[src/rtl/sa_pkg.sv]
package sa_pkg;
  // Increment an index modulo n.
  function automatic int wrap_inc(input int v, input int n);
    return (v >= n - 1) ? 0 : v + 1;
  endfunction
endpackage

[src/rtl/sa_rr_arb.sv]
// Combinational round-robin pick: first set request at or above ptr.
module sa_rr_arb #(
  parameter int N  = 4,
  localparam int PW = (N > 1) ? $clog2(N) : 1
) (
  input  logic [N-1:0]  req,
  input  logic [PW-1:0] ptr,
  output logic [N-1:0]  gnt,
  output logic [PW-1:0] win_idx,
  output logic          any
);
  always_comb begin
    int idx;
    gnt     = '0;
    win_idx = '0;
    any     = 1'b0;
    for (int k = 0; k < N; k++) begin
      idx = int'(ptr) + k;
      if (idx >= N) idx = idx - N;
      if (!any && req[idx]) begin
        any      = 1'b1;
        gnt[idx] = 1'b1;
        win_idx  = PW'(idx);
      end
    end
  end
endmodule

[src/rtl/sa_iter_stage.sv]
// One grant/accept pass over a masked request matrix.
module sa_iter_stage
  import sa_pkg::*;
#(
  parameter int N  = 4,
  localparam int PW = (N > 1) ? $clog2(N) : 1
) (
  input  logic [N*N-1:0]         req_m,
  input  logic [N-1:0][PW-1:0]   gptr,
  input  logic [N-1:0][PW-1:0]   aptr,
  output logic [N*N-1:0]         acc,
  output logic [N-1:0]           g_upd,
  output logic [N-1:0][PW-1:0]   g_nxt,
  output logic [N-1:0]           a_upd,
  output logic [N-1:0][PW-1:0]   a_nxt
);
  logic [N-1:0]  col_req [N];
  logic [N-1:0]  ogrant  [N];
  logic [PW-1:0] ow_idx  [N];
  logic [N-1:0]  o_any;
  logic [N-1:0]  in_gnt  [N];
  logic [N-1:0]  iacc    [N];
  logic [PW-1:0] iw_idx  [N];
  logic [N-1:0]  i_any;

  genvar gi, gj;
  generate
    for (gi = 0; gi < N; gi++) begin : g_x
      for (gj = 0; gj < N; gj++) begin : g_y
        assign col_req[gj][gi]   = req_m[gi*N+gj];
        assign in_gnt[gi][gj]    = ogrant[gj][gi];
        assign acc[gi*N+gj]      = iacc[gi][gj];
      end
    end

    for (gj = 0; gj < N; gj++) begin : g_out
      sa_rr_arb #(.N(N)) u_oarb (
        .req     (col_req[gj]),
        .ptr     (gptr[gj]),
        .gnt     (ogrant[gj]),
        .win_idx (ow_idx[gj]),
        .any     (o_any[gj])
      );
      logic [N-1:0] col_acc;
      for (gi = 0; gi < N; gi++) begin : g_c
        assign col_acc[gi] = iacc[gi][gj];
      end
      assign g_upd[gj] = o_any[gj] && (|col_acc);
      assign g_nxt[gj] = PW'(wrap_inc(int'(ow_idx[gj]), N));
    end

    for (gi = 0; gi < N; gi++) begin : g_in
      sa_rr_arb #(.N(N)) u_iarb (
        .req     (in_gnt[gi]),
        .ptr     (aptr[gi]),
        .gnt     (iacc[gi]),
        .win_idx (iw_idx[gi]),
        .any     (i_any[gi])
      );
      assign a_upd[gi] = i_any[gi];
      assign a_nxt[gi] = PW'(wrap_inc(int'(iw_idx[gi]), N));
    end
  endgenerate
endmodule

[src/rtl/sa_ptr_bank.sv]
// Bank of N round-robin pointers with per-entry update enables.
module sa_ptr_bank #(
  parameter int N  = 4,
  localparam int PW = (N > 1) ? $clog2(N) : 1
) (
  input  logic                 clk,
  input  logic                 rst_n,
  input  logic                 en,
  input  logic [N-1:0]         upd,
  input  logic [N-1:0][PW-1:0] nxt,
  output logic [N-1:0][PW-1:0] ptr
);
  genvar gk;
  generate
    for (gk = 0; gk < N; gk++) begin : g_p
      logic          ld;
      logic [PW-1:0] d;
      always_comb begin
        ld = en && upd[gk];
        d  = ld ? nxt[gk] : ptr[gk];
      end
      always_ff @(posedge clk or negedge rst_n) begin
        if (!rst_n)  ptr[gk] <= '0;
        else if (ld) ptr[gk] <= d;
      end
    end
  endgenerate
endmodule

[src/rtl/rr_sep_alloc.sv]
// Iterative separable allocator with round-robin output and input arbiters.
module rr_sep_alloc #(
  parameter int N     = 4,
  parameter int ITERS = 2,
  localparam int PW   = (N > 1) ? $clog2(N) : 1,
  localparam int CW   = (ITERS > 1) ? $clog2(ITERS) : 1
) (
  input  logic           clk,
  input  logic           rst_n,
  input  logic           start_i,
  input  logic [N*N-1:0] req_i,
  output logic           busy_o,
  output logic           done_o,
  output logic [N*N-1:0] match_o
);
  // Reset: asynchronous assert, synchronous release.
  logic rs_meta, rs_n;
  always_ff @(posedge clk or negedge rst_n) begin
    if (!rst_n) begin
      rs_meta <= 1'b0;
      rs_n    <= 1'b0;
    end else begin
      rs_meta <= 1'b1;
      rs_n    <= rs_meta;
    end
  end

  logic           busy_q, busy_d;
  logic           done_q, done_d;
  logic [CW-1:0]  iter_q, iter_d;
  logic [N*N-1:0] req_q, req_d;
  logic [N*N-1:0] match_q, match_d;
  logic           accept_start, last_pass, first_pass;
  logic           iter_en, match_en;

  logic [N-1:0]         row_used, col_used;
  logic [N*N-1:0]       req_m, acc;
  logic [N-1:0]         g_upd, a_upd;
  logic [N-1:0][PW-1:0] g_nxt, a_nxt, gptr, aptr;

  // Remove rows and columns already paired in this round.
  genvar gr, gc;
  generate
    for (gr = 0; gr < N; gr++) begin : g_row
      assign row_used[gr] = |match_q[gr*N +: N];
    end
    for (gc = 0; gc < N; gc++) begin : g_col
      logic [N-1:0] cv;
      for (gr = 0; gr < N; gr++) begin : g_cb
        assign cv[gr] = match_q[gr*N+gc];
      end
      assign col_used[gc] = |cv;
    end
    for (gr = 0; gr < N; gr++) begin : g_mr
      for (gc = 0; gc < N; gc++) begin : g_mc
        assign req_m[gr*N+gc] = req_q[gr*N+gc] && !row_used[gr] && !col_used[gc];
      end
    end
  endgenerate

  sa_iter_stage #(.N(N)) u_stage (
    .req_m (req_m),
    .gptr  (gptr),
    .aptr  (aptr),
    .acc   (acc),
    .g_upd (g_upd),
    .g_nxt (g_nxt),
    .a_upd (a_upd),
    .a_nxt (a_nxt)
  );

  sa_ptr_bank #(.N(N)) u_gptr (
    .clk (clk), .rst_n (rs_n), .en (first_pass),
    .upd (g_upd), .nxt (g_nxt), .ptr (gptr)
  );

  sa_ptr_bank #(.N(N)) u_aptr (
    .clk (clk), .rst_n (rs_n), .en (first_pass),
    .upd (a_upd), .nxt (a_nxt), .ptr (aptr)
  );

  // Next-state logic.
  always_comb begin
    accept_start = start_i && !busy_q;
    last_pass    = busy_q && (iter_q == CW'(ITERS - 1));
    first_pass   = busy_q && (iter_q == '0);
    iter_en      = accept_start || busy_q;
    match_en     = accept_start || busy_q;

    busy_d  = busy_q;
    done_d  = 1'b0;
    iter_d  = iter_q;
    req_d   = req_q;
    match_d = match_q;

    if (accept_start) begin
      busy_d  = 1'b1;
      iter_d  = '0;
      req_d   = req_i;
      match_d = '0;
    end else if (busy_q) begin
      match_d = match_q | acc;
      if (last_pass) begin
        busy_d = 1'b0;
        done_d = 1'b1;
      end else begin
        iter_d = iter_q + 1'b1;
      end
    end
  end

  // Registers.
  always_ff @(posedge clk or negedge rs_n) begin
    if (!rs_n) begin
      busy_q <= 1'b0;
      done_q <= 1'b0;
    end else begin
      busy_q <= busy_d;
      done_q <= done_d;
    end
  end

  always_ff @(posedge clk or negedge rs_n) begin
    if (!rs_n)          iter_q <= '0;
    else if (iter_en)   iter_q <= iter_d;
  end

  always_ff @(posedge clk or negedge rs_n) begin
    if (!rs_n)             req_q <= '0;
    else if (accept_start) req_q <= req_d;
  end

  always_ff @(posedge clk or negedge rs_n) begin
    if (!rs_n)         match_q <= '0;
    else if (match_en) match_q <= match_d;
  end

  assign busy_o  = busy_q;
  assign done_o  = done_q;
  assign match_o = match_q;

  // Checks kept next to the logic they guard.
  AST_MATCH_IN_REQ: assert property (@(posedge clk) disable iff (!rs_n)
    (match_q & ~req_q) == '0);

  generate
    for (gr = 0; gr < N; gr++) begin : g_ast_row
      AST_ROW_ONE: assert property (@(posedge clk) disable iff (!rs_n)
        $onehot0(match_q[gr*N +: N]));
    end
    for (gc = 0; gc < N; gc++) begin : g_ast_col
      AST_COL_ONE: assert property (@(posedge clk) disable iff (!rs_n)
        $onehot0(g_col[gc].cv));
    end
  endgenerate

  AST_PTR_HOLD: assert property (@(posedge clk) disable iff (!rs_n)
    (busy_q && iter_q != '0) |=> ($stable(gptr) && $stable(aptr)));

  AST_MATCH_KEEP: assert property (@(posedge clk) disable iff (!rs_n)
    busy_q |=> ((match_q & $past(match_q)) == $past(match_q)));

  AST_DONE_PULSE: assert property (@(posedge clk) disable iff (!rs_n)
    done_q |=> !done_q);

  AST_DONE_AFTER_BUSY: assert property (@(posedge clk) disable iff (!rs_n)
    $rose(done_q) |-> $fell(busy_q));

  AST_START_IGNORED: assert property (@(posedge clk) disable iff (!rs_n)
    (busy_q && start_i) |=> $stable(req_q));
endmodule

[config.mk]
export PLATFORM = sky130hd
export DESIGN_NAME = rr_sep_alloc
export DESIGN_NICKNAME = d
export VERILOG_FILES = /design/src/rtl/sa_pkg.sv /design/src/rtl/sa_rr_arb.sv /design/src/rtl/sa_iter_stage.sv /design/src/rtl/sa_ptr_bank.sv /design/src/rtl/rr_sep_alloc.sv
export SDC_FILE = /design/constraint.sdc
export NUM_CORES = 1
export LEC_CHECK = 0
export BUFFER_PORTS_ARGS = -buffer_cell sky130_fd_sc_hd__clkbuf_2
export CAP_MARGIN = 20
export CORE_MARGIN = 2
export CORE_UTILIZATION = 30
export CTS_BUF_LIST = sky130_fd_sc_hd__clkbuf_8
export DETAILED_ROUTE_END_ITERATION = 10
export SYNTH_ARGS = -nofsm -noshare
export SYNTH_HDL_FRONTEND = slang
export SYNTH_SLANG_ARGS = --single-unit
[constraint.sdc]
create_clock -name clk -period 2.2 [get_ports clk]
set_input_delay 0.11 -clock clk [delete_from_list [all_inputs] [get_ports clk]]
set_output_delay 0.11 -clock clk [all_outputs]
set_load 0.02 [all_outputs]
# Word-level counts from Yosys, hierarchy flattened

Index checks and enable logic that the tools add are counted.

Memory bits (read-only): 0
Bits of input ports: 19
Flip-flop bits (word level): 53
Word-level logic and storage cells: 670
Bits in writable memories: 0
Memories kept: 0
Output and inout bits: 18
Latch bits: 0

Shift-type cells: 0
Muxes and demuxes: 307
Add/subtract/negate cells: 65
Equal/unequal tests: 1
Div/mod/pow operators: 0
$mul: 0
Order comparisons: 104
Reduce and logical (&&, ||, !) cells: 152
Bitwise logic cells: 26

Operators by type and width:

| operator            | number |
|---|---|
| $ge 32x1->1 const B | 32 |
| $lt 32x4->1 const B | 32 |
| $mux 32             | 32 |
| $mux 1              | 137 |
| $mux 4              | 32 |
| $logic_and 1x1->1   | 103 |
| $or 4x4->4          | 24 |
| $sub 3x3->4 const B | 24 |
| $mux 2              | 40 |
| $ge 3x3->1 const B  | 24 |
| $bmux 1 s2          | 32 |
| $demux 1 s2         | 32 |
| $add 2x2->3 const B | 16 |
| $reduce_or 4->1     | 12 |
| $logic_not 1->1     | 33 |
| $mux 16             | 2 |
| $sub 2x3->4 const B | 8 |
| $add 2x1->3 const B | 8 |
| $ge 2x3->1 const B  | 8 |
| $add 2x1->2 const B | 8 |
| $ge 2x2->1 const B  | 8 |
| $or 16x16->16       | 1 |
| $reduce_and 3->1    | 1 |
| $ne 2x2->1 const B  | 1 |
| other kinds (5)     | 5 |

# Logic depth before layout (Yosys ltp)

Gate-level depths: netlist of run 1.

Depth in word-level cells: 33
Gate-level depth with buffers: 17
Mapped depth without buffers: 14

# Hierarchy

A second synthesis of run 1 with hierarchy kept.

Cell total of the unflattened synthesis: 575
Area, all modules: 6,090.8 um2

By module, submodules not included:

| module                                 | instances | area an instance (um2) | cells each | sequential area each (um2) |
|---|---|---|---|---|
| sa_rr_arb (u_stage.g_in[0].u_iarb ...) | 7         | 460.4                  | 48         | 0.0 |
| rr_sep_alloc                           | 1         | 1,622.8                | 131        | 925.9 |
| sa_ptr_bank                            | 2         | 305.3                  | 20         | 200.2 |
| sa_rr_arb (u_stage.g_out[3].u_oarb)    | 1         | 459.2                  | 48         | 0.0 |
| sa_iter_stage                          | 1         | 175.2                  | 20         | 0.0 |

# Worst setup path after synthesis of run 1

OpenSTA, ideal clock, no wires.

Path type: register to register
Start: register u_gptr.ptr[4] in the netlist's numbering
End: register u_gptr.ptr[3] in the netlist's numbering
Buffers on the path: 3
Arrival time: 4.301 ns
Period minus slack after synthesis: 4.378 ns
Required time: 2.124 ns
Slack: -2.178 ns
Stages on the path, launching flop included: 17
Setup time: 0.076 ns
Cell sequence: dfrtp_1 -> clkbuf_1 -> inv_1 -> ha_1 -> clkbuf_1 -> clkbuf_1 -> nand3_1 -> o2111ai_1 -> o21ai_2 -> a221oi_1 -> nor2_1 -> mux4_2 -> nand3_1 -> o2111ai_1 -> or4_4 -> o211a_1 -> o21ai_1

Longest elaborated chain between the ends: 31
Elaborated cells between the ends (all ways): 178
Those cells by class: 7 x add/sub; 12 x order compare; 107 x mux; 15 x bitwise; 37 x reduce/logical

RTL lines:

| item                                                                 | line                | source |
|---|---|---|
| start, declared                                                      | sa_ptr_bank.sv:11   | `output logic [N-1:0][PW-1:0] ptr` |
| start signal, assigned by index                                      | sa_ptr_bank.sv:23   | `if (!rst_n) ptr[gk] <= '0;` |
| start signal, assigned by index                                      | sa_ptr_bank.sv:24   | `else if (ld) ptr[gk] <= d;` |
| parallel branches: the longest is 14 deep, another holds $ge 32x1->1 | --                  |  |
| $mux 4 *                                                             | sa_rr_arb.sv:20     | `if (!any && req[idx]) begin` |
| $bmux 1 s2                                                           | sa_rr_arb.sv:20     |  |
| $mux 1 (not written as such) (2 in a row)                            | sa_rr_arb.sv:20     |  |
| $mux 1                                                               | sa_rr_arb.sv:20     |  |
| $logic_not 1->1                                                      | sa_rr_arb.sv:20     |  |
| $logic_and 1x1->1                                                    | sa_rr_arb.sv:20     |  |
| $mux 1                                                               | sa_rr_arb.sv:20     |  |
| $logic_not 1->1                                                      | sa_rr_arb.sv:20     |  |
| $logic_and 1x1->1                                                    | sa_rr_arb.sv:20     |  |
| $mux 1                                                               | sa_rr_arb.sv:20     |  |
| $logic_not 1->1                                                      | sa_rr_arb.sv:20     |  |
| $logic_and 1x1->1                                                    | sa_rr_arb.sv:20     |  |
| $mux 4                                                               | sa_rr_arb.sv:20     |  |
| $reduce_or 4->1 *                                                    | sa_iter_stage.sv:48 | `assign g_upd[gj] = o_any[gj] && (\|col_acc);` |
| $logic_and 1x1->1 *                                                  | sa_iter_stage.sv:48 |  |
| $logic_and 1x1->1 *                                                  | sa_ptr_bank.sv:19   | `ld = en && upd[gk];` |

Mark *: on every way between the ends. The select of a mux whose other input is x is not followed.
A chain may end at the register's enable or synchronous reset.

# Final worst setup path of run 1

Start: register match_q[11] (netlist: match_o[11])
End: register u_gptr.ptr[3] in the netlist's numbering

Longest elaborated chain between the ends: 33
Elaborated cells between the ends (all ways): 250
Those cells by class: 1 x add/sub; 1 x order compare; 158 x mux; 24 x bitwise; 66 x reduce/logical

RTL lines:

| item                                      | line                | source |
|---|---|---|
| start, declared                           | rr_sep_alloc.sv:32  | `logic [N*N-1:0] match_q, match_d;` |
| start signal, assigned                    | rr_sep_alloc.sv:135 | `else if (match_en) match_q <= match_d;` |
| $reduce_or 4->1                           | rr_sep_alloc.sv:45  | `assign row_used[gr] = \|match_q[gr*N +: N];` |
| $logic_not 1->1                           | rr_sep_alloc.sv:56  | `assign req_m[gr*N+gc] = req_q[gr*N+gc] && !row_used[gr] && !col_used[gc];` |
| $logic_and 1x1->1 (2 in a row)            | rr_sep_alloc.sv:56  |  |
| $bmux 1 s2                                | sa_rr_arb.sv:20     |  |
| $mux 1 (not written as such) (2 in a row) | sa_rr_arb.sv:20     |  |
| $mux 1                                    | sa_rr_arb.sv:20     |  |
| $logic_not 1->1                           | sa_rr_arb.sv:20     |  |
| $logic_and 1x1->1                         | sa_rr_arb.sv:20     |  |
| (+15 left out)                            | --                  |  |
| $logic_and 1x1->1                         | sa_rr_arb.sv:20     |  |
| $mux 1                                    | sa_rr_arb.sv:20     |  |
| $logic_not 1->1                           | sa_rr_arb.sv:20     |  |
| $logic_and 1x1->1                         | sa_rr_arb.sv:20     |  |
| $mux 4                                    | sa_rr_arb.sv:20     |  |
| $reduce_or 4->1                           | sa_iter_stage.sv:48 |  |
| $logic_and 1x1->1                         | sa_iter_stage.sv:48 |  |
| $logic_and 1x1->1                         | sa_ptr_bank.sv:19   |  |

Several ways; a longest one is shown, not always the timed one. The select of a mux whose other input is x is not followed.

==> metrics.txt, run 1 <==
# TYPE chip_impl_metric gauge
chip_impl_metric{name="placedInstanceArea",unit="mm²"} 0.00968
chip_impl_metric{name="worst_skew_pair_latency",unit="ns"} 0.35
chip_impl_metric{name="first_global_vias",unit=""} 8325
chip_impl_metric{name="setup.reg_to_reg.worst_slack",unit="ns"} -2.11
chip_impl_metric{name="synth_sequential_area_ratio",unit="%"} 19.6
chip_impl_info{name="crit_path_cell_trace",value="or4_4, a211o_1, mux4_2, buf_6, nor3b_4, o21ai_2, and3_4, and4_4, or3_4, a221o_2, or4_4, o211a_1, o21ai_1"} 1
chip_impl_info{name="worst_hold_path_type",value="input port to register"} 1
chip_impl_info{name="netlist_top_cells_area",value="dfrtp_1 20%, ha_1 11%, nand2_1 5.5%"} 1
chip_impl_info{name="outcome",value="complete, but fails checks"} 1
chip_impl_metric{name="route.vias.total",unit=""} 8251
chip_impl_metric{name="pin_count",unit=""} 37
chip_impl_metric{name="postSynthAreaPerCell",unit="µm²"} 8.17
chip_impl_info{name="hold_end",value="req_q[7]"} 1
chip_impl_metric{name="via_density_per_instance",unit=""} 5.65
chip_impl_metric{name="final_layout_size_suffix_gt1_share",unit="%"} 46.1
chip_impl_metric{name="final.min_clock_period",unit="ns"} 4.31
chip_impl_info{name="netlist_top_cells_count",value="100 x nand2_1, 57 x ha_1, 53 x dfrtp_1, 48 x inv_1, 43 x o21ai_0"} 1
chip_impl_metric{name="initial_utilization",unit="%"} 30.8
chip_impl_metric{name="hold-path-cell-count",unit=""} 3
chip_impl_metric{name="maxCapViolations",unit=""} 0
chip_impl_metric{name="numClockSinks",unit=""} 53
chip_impl_info{name="tritoncts",value="built"} 1
chip_impl_metric{name="hpwlAfterDp",unit="µm"} 20200
chip_impl_metric{name="cts_max_path_bufs",unit=""} 2
chip_impl_info{name="clk_root_buffer_cell",value="clkbuf_8"} 1
chip_impl_metric{name="die_area",unit="mm²"} 0.0238
chip_impl_info{name="synth_top_cell_by_area",value="dfrtp_1"} 1
chip_impl_metric{name="yosys_warnings",unit=""} 0
chip_impl_metric{name="antenna_diode_count",unit=""} 0
chip_impl_metric{name="core.rowCount",unit=""} 54
chip_impl_metric{name="place_congestion",unit=""} 0.906
chip_impl_metric{name="grt_max_degree",unit=""} 38
chip_impl_metric{name="crit_arrival",unit="ns"} 4.60
chip_impl_metric{name="port_buffers",unit=""} 36
chip_impl_metric{name="slew_viol_final",unit=""} 0
chip_impl_metric{name="synth-seq-cells",unit=""} 53
chip_impl_metric{name="hold_ws",unit="ns"} 0.00111
chip_impl_info{name="worst_setup_path_end_kind",value="register"} 1
chip_impl_metric{name="syn_area",unit="mm²"} 0.00677
chip_impl_metric{name="synth_enable_flop_cells",unit=""} 0
chip_impl_info{name="critical-path-top-cell-by-count",value="or4_4"} 1
chip_impl_metric{name="htree_levels",unit=""} 2
chip_impl_metric{name="worst_r2r_path_depth",unit=""} 13
chip_impl_metric{name="detail_route.iter0.violations",unit=""} 599
chip_impl_metric{name="area_growth_syn_to_layout",unit="%"} 60.6
chip_impl_info{name="worst_setup_path_startpoint",value="match_o[11]"} 1
chip_impl_metric{name="hold_viol",unit=""} 0
chip_impl_info{name="violations_in_the_final_reports",value="setup timing"} 1
chip_impl_metric{name="crit_path_max_fanout",unit=""} 6
chip_impl_metric{name="clock_pin_slew_on_the_worst_setup_and_hold_paths",unit="ns"} 0.12
chip_impl_info{name="timing.rr.start",value="match_o[11]"} 1
chip_impl_info{name="unrepaired_setup_endpoints_after_global_routing",value="yes"} 1
chip_impl_metric{name="drcViolationCount",unit=""} 0
chip_impl_metric{name="synth_cell_types",unit=""} 102
chip_impl_metric{name="period_share",unit="%"} 196
chip_impl_metric{name="grt_pass1_wl",unit="µm"} 42700
chip_impl_metric{name="final.setup.worst_slack",unit="ns"} -2.11
chip_impl_metric{name="globalRoute.totalOverflow",unit=""} 0
chip_impl_info{name="ys.flop_type",value="dfrtp_1"} 1
chip_impl_metric{name="route.final.wire_length",unit="µm"} 26800
chip_impl_metric{name="postSynthCellCount",unit=""} 828
chip_impl_metric{name="fmax",unit="MHz"} 232
chip_impl_metric{name="antenna_found_initial",unit=""} 0
chip_impl_metric{name="core_area",unit="mm²"} 0.0220
chip_impl_metric{name="antenna_violating_nets_remaining",unit=""} 0
chip_impl_metric{name="syn_nets",unit=""} 904
chip_impl_metric{name="synth.top_cell.area_share",unit="%"} 19.6
chip_impl_metric{name="cp_data_required_time",unit="ns"} 2.48
chip_impl_info{name="hold_path.startpoint",value="req_i[7]"} 1
chip_impl_metric{name="timing.clock.skew",unit="ns"} 0.0146
chip_impl_info{name="criticalPathCategory",value="register to register"} 1
chip_impl_info{name="setup.worst_path.start_class",value="register"} 1
chip_impl_metric{name="dpl_worst_slack",unit="ns"} -2.12
chip_impl_metric{name="cpPeakStageDelay",unit="ns"} 0.61
chip_impl_metric{name="firstDrtPassIters",unit=""} 5
chip_impl_info{name="worst_path_max_delay_cell",value="or4_4"} 1
chip_impl_info{name="crit-reg2reg-capture",value="u_gptr.ptr[3]"} 1
chip_impl_metric{name="slew_headroom",unit="%"} 54.6
chip_impl_info{name="synth_most_common_cell",value="nand2_1"} 1
chip_impl_metric{name="final_nets",unit=""} 1256
chip_impl_metric{name="worst-slew-pin-transition",unit="ns"} 0.673
chip_impl_metric{name="cts_made_buffers",unit=""} 5
chip_impl_metric{name="die_height",unit="µm"} 154
chip_impl_metric{name="design_area",unit="mm²"} 0.0109
chip_impl_metric{name="setup_viol_count_final",unit=""} 32
chip_impl_metric{name="tns",unit="ns"} -55.18
chip_impl_metric{name="asyncSetResetFlopFracSynth",unit="%"} 100
chip_impl_metric{name="globalRouteTotalUtil",unit="%"} 22.3
chip_impl_metric{name="die_width",unit="µm"} 154
chip_impl_metric{name="routed_wire_length_per_instance",unit="µm"} 18.3
## stage by stage
step / std cells / util (%)
final: 1461 / 49.5
after global routing: 1461 / 49.5
after CTS: 1450 / 47.9
after detailed placement: 1402 / 44.1
after global placement: 1402 / 44.1
after floorplan: 828 / -
## critical path: cells and delay by family (launching register included)
kind	cells	cell delay [ns]
AOI/OAI and AO/OA	5	1.08
buffers and inverters	1	0.16
DFF	1	0.45
muxes	1	0.55
and+or+nand+nor	6	1.98
## repair_timing
item                                    in CTS  in global routing
buffers inserted                            24                 14
gates resized for setup                     77                 61
endpoints found under the setup margin      32                 32
endpoints found under the hold margin       15                  0
gates cloned                                 3                  0
hold buffers                                14                  0
pin swaps                                   30                 30
## cell usage in the layout (no fill, tap or decap), types with 14 or more instances in the layout
| master | netlist | layout |
|---|---|---|
| o21ai_0 | 43 | 32 |
| buf_6 | 3 | 36 |
| inv_1 | 48 | 48 |
| dfrtp_1 | 53 | 41 |
| dlygate4sd3_1 | 0 | 14 |
| ha_1 | 57 | 57 |
| a22o_1 | 17 | 17 |
| mux2i_1 | 15 | 15 |
| buf_4 | 0 | 296 |
| clkbuf_2 | 0 | 36 |
| nand2_1 | 100 | 96 |
| a21oi_1 | 35 | 23 |
| nor2_1 | 39 | 37 |
| nand3_1 | 33 | 28 |
## registers in the layout (all words and copies together) (netlist names)
| signal | count |
|---|---|
| busy_o | 1 |
| done_o | 1 |
| iter_q | 1 |
| match_o | 16 |
| req_q | 16 |
| rs_meta | 1 |
| rs_n | 1 |
| u_aptr.ptr | 8 |
| u_gptr.ptr | 8 |
## layer usage
layer	track usage, %	vias up	wire length, µm
met2	40.9	220	13700
met5	0	-	0
met3	2.52	61	1010
li1	-	3925	-
met4	8.90	0	919
met1	26.6	4045	11100
## area by class of cell
cell class,count,area (µm²)
Clock inverter,3,42.5
Sequential cell,53,1340
Inverter,52,195
Multi-Input combinational cell,680,5830
Clock buffer,5,68.8
Fill cell,2035,11100
Tap cell,280,350
Timing Repair Buffer,388,3040
## logic make-up after synthesis
kind of cell	Yosys count	synth area share (%)
flip-flops	53	19.6
other	1	0.0554
AND/OR/NAND/NOR	287	22.5
buffers and inverters	96	5.86
adder cells (fa/ha/maj)	57	10.5
XOR/XNOR	9	1.17
multiplexers	29	5.59
AO/OA/AOI/OAI	296	34.7
## worst max-delay path by stage
stage | cells past startpoint | slack, ns | to
2_1_floorplan | 13 | -1.95 | u_gptr.ptr[7]
3_3_place_gp | 13 | -2.06 | u_gptr.ptr[7]
3_5_place_dp | 17 | -2.12 | u_gptr.ptr[6]
4_1_cts | 13 | -2.07 | u_gptr.ptr[3]
5_1_grt | 14 | -2.29 | u_gptr.ptr[7]
6_report | 13 | -2.11 | u_gptr.ptr[3]
Power of run 1 is left out: the tool's default activity adds up to more than one toggle a clock period on the data nets, which glitch-free logic cannot reach.
==> inputs of run 2 (changes only) <==
Settings changed: CORE_UTILIZATION 30 to 64, CTS_BUF_LIST sky130_fd_sc_hd__clkbuf_8 to unset, MAX_ROUTING_LAYER set to met4, PLACE_DENSITY set to 0.83.
==> run 2 against run 1 <==
The run now fails in 5_1_grt. Synthesized cell count did not move. Area after synthesis did not move.
==> metrics.txt, run 2 <==
# TYPE chip_impl_metric gauge
chip_impl_info{name="outcome",value="aborted with a tool error"} 1
chip_impl_info{name="step_where_the_flow_halted",value="5_1_grt"} 1
chip_impl_info{name="error",value="[ERROR GRT-0116] Global routing finished with congestion. Check the congestion regions in the DRC Viewer."} 1
chip_impl_metric{name="htree_levels",unit=""} 2
chip_impl_metric{name="globalRouteTotalUtil",unit="%"} 91.9
chip_impl_metric{name="numClockSinks",unit=""} 53
chip_impl_metric{name="first_global_vias",unit=""} 12900
chip_impl_metric{name="grt_pass1_wl",unit="µm"} 79200
chip_impl_info{name="clk_root_buffer_cell",value="clkbuf_8"} 1
chip_impl_metric{name="syn_area",unit="mm²"} 0.00677
chip_impl_metric{name="core.rowCount",unit=""} 37
chip_impl_metric{name="port_buffers",unit=""} 36
chip_impl_info{name="synth_top_cell_by_area",value="dfrtp_1"} 1
chip_impl_info{name="netlist_top_cells_area",value="dfrtp_1 20%, ha_1 11%, nand2_1 5.5%"} 1
chip_impl_metric{name="synth.top_cell.area_share",unit="%"} 19.6
chip_impl_metric{name="dpl_worst_slack",unit="ns"} -2.15
chip_impl_metric{name="postSynthAreaPerCell",unit="µm²"} 8.17
chip_impl_info{name="ys.flop_type",value="dfrtp_1"} 1
chip_impl_info{name="netlist_top_cells_count",value="100 x nand2_1, 57 x ha_1, 53 x dfrtp_1, 48 x inv_1, 43 x o21ai_0"} 1
chip_impl_metric{name="place_congestion",unit=""} 1.08
chip_impl_metric{name="asyncSetResetFlopFracSynth",unit="%"} 100
chip_impl_metric{name="die_width",unit="µm"} 107
chip_impl_info{name="synth_most_common_cell",value="nand2_1"} 1
chip_impl_metric{name="pin_count",unit=""} 37
chip_impl_metric{name="postSynthCellCount",unit=""} 828
chip_impl_metric{name="hpwlAfterDp",unit="µm"} 23200
chip_impl_metric{name="synth_enable_flop_cells",unit=""} 0
chip_impl_metric{name="die_height",unit="µm"} 107
chip_impl_metric{name="initial_utilization",unit="%"} 65.8
chip_impl_metric{name="cts_made_buffers",unit=""} 5
chip_impl_metric{name="syn_nets",unit=""} 904
chip_impl_metric{name="grt_max_degree",unit=""} 29
chip_impl_metric{name="globalRoute.totalOverflow",unit=""} 554
chip_impl_metric{name="synth_cell_types",unit=""} 102
chip_impl_metric{name="cts_max_path_bufs",unit=""} 2
chip_impl_metric{name="yosys_warnings",unit=""} 0
chip_impl_metric{name="synth-seq-cells",unit=""} 53
chip_impl_metric{name="synth_sequential_area_ratio",unit="%"} 19.6
-- run 2: cell counts after synthesis --
Identical to the previous run, type by type.
-- run 2: stage by stage --
| stage | setup TNS (ns) | std cells | util (%) | area [µm²] | hold WS (ns) |
|---|---|---|---|---|---|
| 2_1_floorplan | -44.34 | 828 | - | 7040 | -0.186 |
| 3_3_place_gp | -51.05 | 1246 | 91.4 | 9390 | -0.104 |
| 3_5_place_dp | -55.57 | 1246 | 91.4 | 9390 | -0.104 |
| 4_1_cts | -55.68 | 1272 | 97.4 | 10000 | 0.00261 |
-- run 2: per-layer routing --
layer	GRT overflow	GRT usage (%)
met1	13	85.7
met2	410	116
met3	9	65.3
met4	122	98.7
met5	-	-
-- run 2: cells by family after synthesis --
family	synth area share, %
mux	5.59
fa+ha+maj	10.5
compound gates	34.7
other cells	0.0554
flops	19.6
simple gates	22.5
xor+xnor	1.17
buf+inv	5.86
-- run 2: timing repair --
| item | in CTS |
|---|---|
| gates resized for setup | 80 |
| hold buffers | 2 |
| endpoints found under the hold margin | 3 |
| setup buffers | 18 |
| pin swaps | 31 |
| endpoints found under the setup margin | 32 |
==> inputs of run 3 (changes only) <==
Settings changed: CORE_UTILIZATION 64 to 40, MAX_ROUTING_LAYER met4 to unset, PLACE_DENSITY 0.83 to unset, PLACE_DENSITY_LB_ADDON set to 0.15.
==> run 3 against run 2 <==
The flow now finishes, with violations (setup timing).
==> metrics.txt, run 3 (same netlist as run 1, synthesis figures left out) <==
# TYPE chip_impl_metric gauge
chip_impl_metric{name="hold-path-cell-count",unit=""} 3
chip_impl_metric{name="worst-slew-pin-transition",unit="ns"} 0.571
chip_impl_metric{name="crit_path_max_fanout",unit=""} 5
chip_impl_info{name="worst_setup_path_startpoint",value="match_o[11]"} 1
chip_impl_metric{name="globalRoute.totalOverflow",unit=""} 0
chip_impl_metric{name="timing.clock.skew",unit="ns"} 0.00906
chip_impl_metric{name="route.final.wire_length",unit="µm"} 28000
chip_impl_metric{name="crit_arrival",unit="ns"} 4.53
chip_impl_metric{name="via_density_per_instance",unit=""} 6.09
chip_impl_metric{name="setup_viol_count_final",unit=""} 32
chip_impl_info{name="setup.worst_path.start_class",value="register"} 1
chip_impl_metric{name="antenna_diode_count",unit=""} 0
chip_impl_metric{name="design_area",unit="mm²"} 0.0110
chip_impl_metric{name="first_global_vias",unit=""} 8566
chip_impl_metric{name="cp.buffers_inverters",unit=""} 2
chip_impl_metric{name="setup.reg_to_reg.worst_slack",unit="ns"} -2.09
chip_impl_metric{name="slew_headroom",unit="%"} 61.9
chip_impl_metric{name="final_nets",unit=""} 1248
chip_impl_metric{name="cp_data_required_time",unit="ns"} 2.44
chip_impl_info{name="worst_path_max_delay_cell",value="or4_4"} 1
chip_impl_metric{name="globalRouteTotalUtil",unit="%"} 30.8
chip_impl_metric{name="route.vias.total",unit=""} 8483
chip_impl_metric{name="area_growth_syn_to_layout",unit="%"} 62.2
chip_impl_info{name="tritoncts",value="built"} 1
chip_impl_metric{name="placedInstanceArea",unit="mm²"} 0.00955
chip_impl_metric{name="detail_route.iter0.violations",unit=""} 773
chip_impl_info{name="worst_setup_path_end_kind",value="register"} 1
chip_impl_metric{name="antenna_violating_nets_remaining",unit=""} 0
chip_impl_metric{name="final.setup.worst_slack",unit="ns"} -2.09
chip_impl_metric{name="worst_skew_pair_latency",unit="ns"} 0.32
chip_impl_metric{name="initial_utilization",unit="%"} 40.8
chip_impl_metric{name="place_congestion",unit=""} 0.960
chip_impl_metric{name="slew_viol_final",unit=""} 0
chip_impl_info{name="highest_count_cells_in_the_layout_ignoring_fill_and_taps",value="295 x buf_4, 97 x nand2_1, 57 x ha_1, 47 x inv_1, 41 x dfrtp_1"} 1
chip_impl_metric{name="die_area",unit="mm²"} 0.0180
chip_impl_metric{name="cts_made_buffers",unit=""} 5
chip_impl_metric{name="final_layout_size_suffix_gt1_share",unit="%"} 48.8
chip_impl_metric{name="drcViolationCount",unit=""} 0
chip_impl_metric{name="n_fill_cell",unit=""} 1363
chip_impl_metric{name="worst_r2r_path_depth",unit=""} 14
chip_impl_metric{name="grt_max_degree",unit=""} 29
chip_impl_metric{name="numClockSinks",unit=""} 53
chip_impl_metric{name="hpwlAfterDp",unit="µm"} 20700
chip_impl_metric{name="antenna_found_initial",unit=""} 0
chip_impl_info{name="critPathTopFamily",value="simple AND/OR/NAND/NOR gates"} 1
chip_impl_info{name="timing.rr.start",value="match_o[11]"} 1
chip_impl_metric{name="multi_input_area",unit="mm²"} 0.00603
chip_impl_metric{name="core.rowCount",unit=""} 47
chip_impl_info{name="worst_hold_path_type",value="input port to register"} 1
chip_impl_metric{name="grt_pass1_wl",unit="µm"} 44200
chip_impl_metric{name="port_buffers",unit=""} 36
chip_impl_metric{name="hold_viol",unit=""} 0
chip_impl_metric{name="clock_pin_slew_on_the_worst_setup_and_hold_paths",unit="ns"} 0.08
chip_impl_metric{name="core_area",unit="mm²"} 0.0166
chip_impl_metric{name="die_width",unit="µm"} 134
chip_impl_info{name="unrepaired_setup_endpoints_after_global_routing",value="yes"} 1
chip_impl_metric{name="die_height",unit="µm"} 134
chip_impl_info{name="hold_path.startpoint",value="req_i[15]"} 1
chip_impl_metric{name="cpPeakStageDelay",unit="ns"} 0.61
chip_impl_metric{name="pin_count",unit=""} 37
chip_impl_metric{name="final.min_clock_period",unit="ns"} 4.29
chip_impl_metric{name="routed_wire_length_per_instance",unit="µm"} 20.1
chip_impl_info{name="final_common_cell",value="buf_4"} 1
chip_impl_info{name="clk_root_buffer_cell",value="clkbuf_16"} 1
chip_impl_metric{name="tns",unit="ns"} -53.59
chip_impl_metric{name="cts_max_path_bufs",unit=""} 2
chip_impl_info{name="criticalPathCategory",value="register to register"} 1
chip_impl_metric{name="htree_levels",unit=""} 2
chip_impl_metric{name="fmax",unit="MHz"} 233
chip_impl_info{name="crit_path_cell_trace",value="or4_4, a211o_1, mux4_2, nor3_1, nor3_1, buf_4, a211oi_2, buf_4, a211oi_4, a22o_1, a221o_1, or4_4, o211a_1, o21ai_1"} 1
chip_impl_metric{name="firstDrtPassIters",unit=""} 5
chip_impl_info{name="crit-reg2reg-capture",value="u_gptr.ptr[3]"} 1
chip_impl_metric{name="maxCapViolations",unit=""} 0
chip_impl_metric{name="register_area",unit="mm²"} 0.00134
chip_impl_info{name="outcome",value="complete, but fails checks"} 1
chip_impl_info{name="violations_in_the_final_reports",value="setup timing"} 1
chip_impl_info{name="hold_end",value="req_q[15]"} 1
chip_impl_metric{name="period_share",unit="%"} 195
run 3: worst min-delay path, stage by stage:
cell	delay [ns]
clkbuf_2	0.08
nand2_1	0.04
o21ai_0	0.06
run 3: final cells by class:
class	count	share of cell area (%)
Multi-Input combinational cell	679	54.9
Timing Repair Buffer	381	27.2
Sequential cell	53	12.2
Tap cell	220	2.51
Inverter	52	1.78
Clock buffer	6	1.27
Clock inverter	2	0.125
run 3: worst max-delay path by stage:
stage,depth (start not counted),slack (ns),to
2_1_floorplan,13,-1.95,u_gptr.ptr[7]
4_1_cts,15,-2.07,u_gptr.ptr[7]
3_3_place_gp,16,-2.24,u_gptr.ptr[7]
3_5_place_dp,16,-2.26,u_gptr.ptr[1]
5_1_grt,14,-2.23,u_gptr.ptr[3]
6_report,14,-2.09,u_gptr.ptr[3]
run 3: stage by stage:
step,setup WS [ns],utilization (%),hold WS [ns],std cells
after floorplan,-1.95,-,-0.186,828
after global placement,-2.24,57.6,-0.104,1335
after detailed placement,-2.26,57.6,-0.102,1335
after CTS,-2.07,63.8,0.00131,1380
after global routing,-2.23,66.2,0.0182,1393
final,-2.09,66.2,0.000715,1393
run 3: what timing repair did:
action	CTS	global route
hold buffers	9	0
pin swaps	36	27
setup endpoints to repair	32	32
gates resized for setup	109	74
gates cloned	0	0
hold endpoints to repair	10	0
buffers inserted	32	15
run 3: metal layers:
layer	vias up	wire length (µm)	track usage, %
li1	3898	-	-
met1	4177	11200	36.9
met2	321	14300	55.4
met3	87	1300	3.25
met4	0	1200	14.3
met5	-	0	0
Power of run 3 is left out for the same reason.
